File: src/rtl/nlsar_pkg.sv
package nlsar_pkg;

   typedef enum logic [1:0] {
      ST_IDLE   = 2'd0,
      ST_SAMPLE = 2'd1,
      ST_CONV   = 2'd2
   } nlsar_state_e;

   localparam int unsigned NUM_SEG = 10;

   // upper code bound of each range segment, for an 8-bit code space
   localparam int unsigned SEG_END [NUM_SEG] =
      '{54, 102, 134, 158, 188, 204, 220, 232, 244, 256};

   // reference for code c: sum of the code ranges of all codes below c
   function automatic int unsigned log_cum(int unsigned c, int unsigned cw);
      int unsigned acc;
      int unsigned lo;
      int unsigned hi;
      int unsigned top;
      acc = 0;
      lo  = 0;
      if (cw < 8) begin
         return (c == 0) ? 0 : (1 << (c - 1));
      end
      for (int unsigned k = 0; k < NUM_SEG; k++) begin
         hi = SEG_END[k] << (cw - 8);
         if (c > lo) begin
            top = (c < hi) ? c : hi;
            acc += (k + 1) * (top - lo);
         end
         lo = hi;
      end
      return acc;
   endfunction

endpackage

File: src/rtl/nlsar_ref_map.sv
module nlsar_ref_map #(
   parameter int unsigned CODE_W = 8,
   parameter int unsigned REF_W  = 10
) (
   input  logic              log_mode_i,
   input  logic [CODE_W-1:0] code_i,
   output logic [REF_W-1:0]  ref_o
);
   import nlsar_pkg::*;

   localparam int unsigned DEPTH = 1 << CODE_W;
   localparam int unsigned PAD_W = REF_W - CODE_W;

   logic [REF_W-1:0] log_tbl [DEPTH];
   logic [REF_W-1:0] lin_ref;

   for (genvar i = 0; i < DEPTH; i++) begin : g_tbl
      assign log_tbl[i] = REF_W'(log_cum(i, CODE_W));
   end

   assign lin_ref = {code_i, {PAD_W{1'b0}}};
   assign ref_o   = log_mode_i ? log_tbl[code_i] : lin_ref;

endmodule

File: src/rtl/nlsar_seq.sv
module nlsar_seq #(
   parameter int unsigned CODE_W = 8
) (
   input  logic              clk_i,
   input  logic              rst_ni,
   input  logic              start_i,
   input  logic              log_mode_i,
   input  logic              cmp_ge_i,
   output logic              sample_o,
   output logic              busy_o,
   output logic              done_o,
   output logic              conv_o,
   output logic              mode_q_o,
   output logic [CODE_W-1:0] trial_o,
   output logic [CODE_W-1:0] code_o
);
   import nlsar_pkg::*;

   localparam int unsigned IDX_W = (CODE_W > 1) ? $clog2(CODE_W) : 1;
   localparam logic [IDX_W-1:0] TOP_IDX = IDX_W'(CODE_W - 1);
   localparam logic [CODE_W-1:0] MSB_ONLY = {1'b1, {(CODE_W-1){1'b0}}};

   nlsar_state_e      state_q;
   logic [IDX_W-1:0]  idx_q;
   logic [CODE_W-1:0] sar_q;
   logic [CODE_W-1:0] res_q;
   logic              done_q;
   logic              mode_q;

   logic [CODE_W-1:0] bit_sel;
   logic [CODE_W-1:0] low_sel;
   logic [CODE_W-1:0] decided;
   logic [CODE_W-1:0] next_trial;

   always_comb begin
      bit_sel    = CODE_W'(1) << idx_q;
      low_sel    = (idx_q == '0) ? '0 : (bit_sel >> 1);
      decided    = cmp_ge_i ? sar_q : (sar_q & ~bit_sel);
      next_trial = decided | low_sel;
   end

   always_ff @(posedge clk_i or negedge rst_ni) begin
      if (!rst_ni) begin
         state_q <= ST_IDLE;
         idx_q   <= '0;
         sar_q   <= '0;
         res_q   <= '0;
         done_q  <= 1'b0;
         mode_q  <= 1'b0;
      end else begin
         done_q <= 1'b0;
         case (state_q)
            ST_IDLE: begin
               if (start_i) begin
                  state_q <= ST_SAMPLE;
                  mode_q  <= log_mode_i;
               end
            end
            ST_SAMPLE: begin
               state_q <= ST_CONV;
               sar_q   <= MSB_ONLY;
               idx_q   <= TOP_IDX;
            end
            ST_CONV: begin
               sar_q <= next_trial;
               if (idx_q == '0) begin
                  state_q <= ST_IDLE;
                  res_q   <= decided;
                  done_q  <= 1'b1;
               end else begin
                  idx_q <= idx_q - 1'b1;
               end
            end
            default: state_q <= ST_IDLE;
         endcase
      end
   end

   assign sample_o = (state_q == ST_SAMPLE);
   assign conv_o   = (state_q == ST_CONV);
   assign busy_o   = (state_q != ST_IDLE);
   assign done_o   = done_q;
   assign mode_q_o = mode_q;
   assign trial_o  = sar_q;
   assign code_o   = res_q;

   // done lasts one cycle
   a_r3_done_single: assert property (@(posedge clk_i) disable iff (!rst_ni)
      done_o |=> !done_o);
   // leaving busy coincides with the done pulse
   a_r3_busy_ends_done: assert property (@(posedge clk_i) disable iff (!rst_ni)
      $fell(busy_o) |-> done_o);
   // sample is one cycle and is followed by decisions
   a_r2_sample_once: assert property (@(posedge clk_i) disable iff (!rst_ni)
      sample_o |=> (conv_o && !sample_o));
   // first trial holds only the MSB
   a_r4_first_trial: assert property (@(posedge clk_i) disable iff (!rst_ni)
      sample_o |=> (trial_o == MSB_ONLY));
   // no new sample cycle once a conversion is under way
   a_r8_no_restart: assert property (@(posedge clk_i) disable iff (!rst_ni)
      conv_o |=> !sample_o);
   // result only moves with done
   a_r9_code_hold: assert property (@(posedge clk_i) disable iff (!rst_ni)
      !done_o |-> $stable(code_o));
   // captured mode stays put through the conversion
   a_r7_mode_stable: assert property (@(posedge clk_i) disable iff (!rst_ni)
      conv_o |-> $stable(mode_q_o));

endmodule

File: src/rtl/nlsar_ctrl.sv
module nlsar_ctrl #(
   parameter int unsigned CODE_W = 8,
   parameter int unsigned REF_W  = 10
) (
   input  logic              clk_i,
   input  logic              rst_ni,
   input  logic              start_i,
   input  logic              log_mode_i,
   input  logic              cmp_ge_i,
   output logic              sample_o,
   output logic              busy_o,
   output logic              done_o,
   output logic [CODE_W-1:0] code_o,
   output logic [REF_W-1:0]  dac_ref_o
);
   localparam int unsigned WANT_REF_W = (CODE_W == 2) ? 3 : CODE_W + 2;
   localparam int unsigned PAD_W      = REF_W - CODE_W;

   if (!(CODE_W == 2 || (CODE_W >= 8 && CODE_W <= 12))) begin : g_bad_code_w
      $error("nlsar_ctrl: CODE_W must be 2 or 8..12");
   end
   if (REF_W != WANT_REF_W) begin : g_bad_ref_w
      $error("nlsar_ctrl: REF_W does not match the range schedule of CODE_W");
   end

   logic              conv;
   logic              mode_q;
   logic [CODE_W-1:0] trial;
   logic [REF_W-1:0]  map_ref;

   nlsar_seq #(.CODE_W(CODE_W)) u_seq (
      .clk_i      (clk_i),
      .rst_ni     (rst_ni),
      .start_i    (start_i),
      .log_mode_i (log_mode_i),
      .cmp_ge_i   (cmp_ge_i),
      .sample_o   (sample_o),
      .busy_o     (busy_o),
      .done_o     (done_o),
      .conv_o     (conv),
      .mode_q_o   (mode_q),
      .trial_o    (trial),
      .code_o     (code_o)
   );

   nlsar_ref_map #(.CODE_W(CODE_W), .REF_W(REF_W)) u_map (
      .log_mode_i (mode_q),
      .code_i     (trial),
      .ref_o      (map_ref)
   );

   assign dac_ref_o = conv ? map_ref : '0;

   // no reference outside decision cycles
   a_r1_ref_idle: assert property (@(posedge clk_i) disable iff (!rst_ni)
      !busy_o |-> (dac_ref_o == '0));
   // linear references carry zero padding bits
   a_r6_lin_pad: assert property (@(posedge clk_i) disable iff (!rst_ni)
      (busy_o && !sample_o && !mode_q) |-> (dac_ref_o[PAD_W-1:0] == '0));

endmodule

File: config.mk
export PLATFORM = sky130hd
export DESIGN_NAME = nlsar_ctrl
export DESIGN_NICKNAME = d
export VERILOG_FILES = /design/src/rtl/nlsar_pkg.sv /design/src/rtl/nlsar_ref_map.sv /design/src/rtl/nlsar_seq.sv /design/src/rtl/nlsar_ctrl.sv
export SDC_FILE = /design/constraint.sdc
export NUM_CORES = 1
export LEC_CHECK = 0
export ABC_AREA = 1
export BUFFER_PORTS_ARGS = -buffer_cell sky130_fd_sc_hd__buf_2
export CAP_MARGIN = 5
export CORE_AREA = 3 3 73 75
export DETAILED_ROUTE_END_ITERATION = 12
export DIE_AREA = 0 0 76 78
export HOLD_SLACK_MARGIN = 0.12
export PLACE_DENSITY_LB_ADDON = 0.3
export SYNTH_ARGS = -nofsm -noshare
export SYNTH_HDL_FRONTEND = slang
export SYNTH_HIERARCHICAL = 1
export SYNTH_SLANG_ARGS = --single-unit
File: constraint.sdc
create_clock -name clk_i -period 3.3 [get_ports clk_i]
set_clock_uncertainty 0.1 [all_clocks]
set_input_delay 0.66 -clock clk_i [delete_from_list [all_inputs] [get_ports clk_i]]
set_output_delay 0.66 -clock clk_i [all_outputs]
set_load 0.03 [all_outputs]
==> summary.txt <==
Global route
  – Overflow after GRT: 0
  – First-pass GRT wire length: 14400 um
  – Largest net degree at the start of global routing: 24
  – Antenna violations before repair: 0
  – Vias in the first global route: 3116
  – Total global-route track usage: 0.296

Synthesis
  – Top FF cell, synth: dfrtp_1
  – Synth top cells by count: 192 x nand2_1, 54 x nand3_1, 53 x inv_1, 40 x o21ai_0, 35 x a21oi_1
  – Number of synthesized register bits: 23
  – Synth cell types: 30
  – Most frequent cell after synthesis: nand2_1
  – Post-synth top area share: 0.253
  – Number of flops mapped to enable cells by yosys: 0
  – Synthesized area: 2850 sq um
  – Synth area leader: nand2_1
  – Syn nets: 527
  – Post-Syn Instances: 501
  – Syn Area/Cell: 5.69 sq um
  – Register area share after synthesis: 0.202
  – Yosys warnings: 6
  – Asr flop ratio synth: 1.00
  – Top post-synthesis cells by area: nand2_1 25%, dfrtp_1 20%, nand3_1 9.5%

Place
  – IO buf count: 25
  – Post-Place Setup Slack: 0.499 ns
  – Post-placement cell area: 3060 sq um
  – DP Cell Count: 588
  – Hpwl dp: 6590 um
  – Global placement routability congestion: 1.04

Power and ir drop
  – Peak supply drop: 0.578 mV
  – Leak: 1.79 nW
  – Final total power: 2.63 mW
  – PwrDens: 844 nW/um^2

Floorplan
  – Die Area: 5930 sq um
  – Core ar.: 4720 sq um
  – Top Ports: 26
  – Die H: 78 um
  – Chip Width: 76 um
  – # rows: 25
  – Starting Density: 0.604

Drt
  – Routed WL per cell: 14.8 um
  – Vias: 3459
  – Antenna-violating nets left: 0
  – DR iter-0 viols: 540
  – Vias/cell: 5.84
  – First drt pass iteration count: 6
  – Total wire length: 8740 um
  – DRC: 0

Finish
  – Area growth syn-to-layout: 9.30%
  – Post-route cell area: 3120 sq um
  – Multi-input logic area: 1940 sq um
  – Layout Cells excl Fill: 592
  – FF/Latch Area: 577 sq um
  – Layout cells sized above 1: 0.109
  – Antenna Cells: 0
  – # nets final: 552
  – Fill cell count: 458

Setup path
  – R2r setup slk: 1.37 ns
  – R2r endpoint: u_seq/idx_q[2]$_DFFE_PN0P_
  – Worst flop-to-flop path startpoint: u_seq/state_q[0]$_DFFE_PN0P_
  – CP Data Required Time: 2.54 ns
  – Crit path max fanout: 10
  – Kind of critical path: reg2out
  – CP Capture Type: primary output
  – Crit path arrival time: 2.29 ns
  – Crit path launch type: flop
  – CP startpoint: u_seq/trial_o[3]$_DFFE_PN0P_
  – Reg2reg path depth: 7
  – CP endpoint: dac_ref_o[5]

Clock network
  – CTS tree: built
  – Clk sinks: 23
  – Post-CTS Repair Setup Buffers: 0
  – Clock Latency Late Sink: 0.27 ns
  – CTS clk-pin slew, worst paths: 0.08 ns
  – CTS Buffer Depth: 2
  – Clock Tree Root: clkbuf_8
  – CTS Buf Count: 3
  – H-tree depth: 1

Timing
  – Final-report setup violation count: 0
  – Final setup margin: 0.248 ns
  – Crit path time final: 3.05 ns
  – Least-Margin Pin Slew: 0.619 ns
  – Setup tns final: 0 ns
  – Final cycle utilization of the critical path: 0.925
  – Max frequency: 328 MHz
  – Max_slew headroom: 0.587
  – Final hold viol count: 0
  – RSZ-0062 raised after global routing: false
  – Slew Limit Fails: 0

Run
  – Maxcap violations: 0

Outcome
  – Outcome: complete, no violations

Hold path
  – Hold crit path type: in2async
## area by class of cell
cell class / instances / share of cell area
clock buffers: 3 / 0.0132
flip-flops and latches: 23 / 0.185
repair buffers: 42 / 0.0811
clock inverters: 1 / 0.00241
inverters: 56 / 0.0690
multi-input cells: 400 / 0.622
well taps: 67 / 0.0269
## layout by cell type, fill, tap and decap left out, drive strengths merged
master    synthesis  routed
o21ai            42      42
o22ai             3       3
nor3              2       2
a21boi            1       1
ha               21      21
clkinv            1       1
clkinvlp          0       1
o211ai            6       6
clkbuf            6       3
nand2           193     193
nand4             2       2
dfrtp            23      23
inv              55      55
buf              16      42
a21oi            35      35
nand3b            1       1
or2               2       2
a31oi             4       4
nand3            55      55
nor2             33      33
## power by group
part           internal, mW  switching, mW  total, mW
sequential            0.391          0.144      0.534
clock                0.0856         0.0963      0.182
combinational         0.617           1.30       1.91
total                  1.09           1.54       2.63
## cell families (layout without fill, tap and decap cells)
family / after synthesis / after routing / share of synthesized area
adders and majority gates: 21 / 21 / 0.0921
DFF: 23 / 23 / 0.202
buffers and inverters: 78 / 102 / 0.120
AOI/OAI and AO/OA: 91 / 91 / 0.171
and+or+nand+nor: 288 / 288 / 0.415
## critical path, stage by stage (launching register included)
cell and delay, ns:
dfrtp_1 0.49, buf_4 0.22, nor2_1 0.37, nor2_1 0.10
nand2_1 0.07, nand3_1 0.10, a21boi_0 0.21, o22ai_1 0.09
nand2_1 0.07, nand2_1 0.05, inv_1 0.07, buf_2 0.18
## stage by stage
step                      utilization  hold slack, ns
after floorplan                     -           0.264
after global placement          0.648           0.363
after detailed placement        0.648           0.373
after CTS                       0.659           0.257
after global routing            0.660           0.270
final                           0.660           0.248
## metal layers
metal	wire length [um]	part of all wire	up-vias	GRT usage
li1	-	-	1661	-
met3	798	0.091	47	0.0267
met5	0	0	-	0
met4	384	0.044	0	0.156
met2	3930	0.45	235	0.502
met1	3620	0.41	1516	0.376
## registers in the layout, summed over array words and instances (netlist names)
name	flops
u_seq/trial_o	8
u_seq/idx_q	3
u_seq/done_o	1
u_seq/code_o	8
u_seq/state_q	2
u_seq/mode_q_o	1
## how the worst min path moves through the flow
stage	from	to	slack (ns)
after global routing	rst_ni	u_seq/code_o[6]$_DFFE_PN0P_	0.27
after global placement	u_seq/code_o[1]$_DFFE_PN0P_	u_seq/code_o[1]$_DFFE_PN0P_	0.36
after detailed placement	u_seq/code_o[2]$_DFFE_PN0P_	u_seq/code_o[2]$_DFFE_PN0P_	0.37
after floorplan	rst_ni	u_seq/code_o[0]$_DFFE_PN0P_	0.26
final	rst_ni	u_seq/state_q[1]$_DFFE_PN0P_	0.25
after CTS	rst_ni	u_seq/code_o[6]$_DFFE_PN0P_	0.26
## timing repair
item	CTS	global route
setup endpoints to repair	0	1
hold buffers	0	0
resized for setup	0	3
No activity file was read; power rests on OpenSTA's default activity.
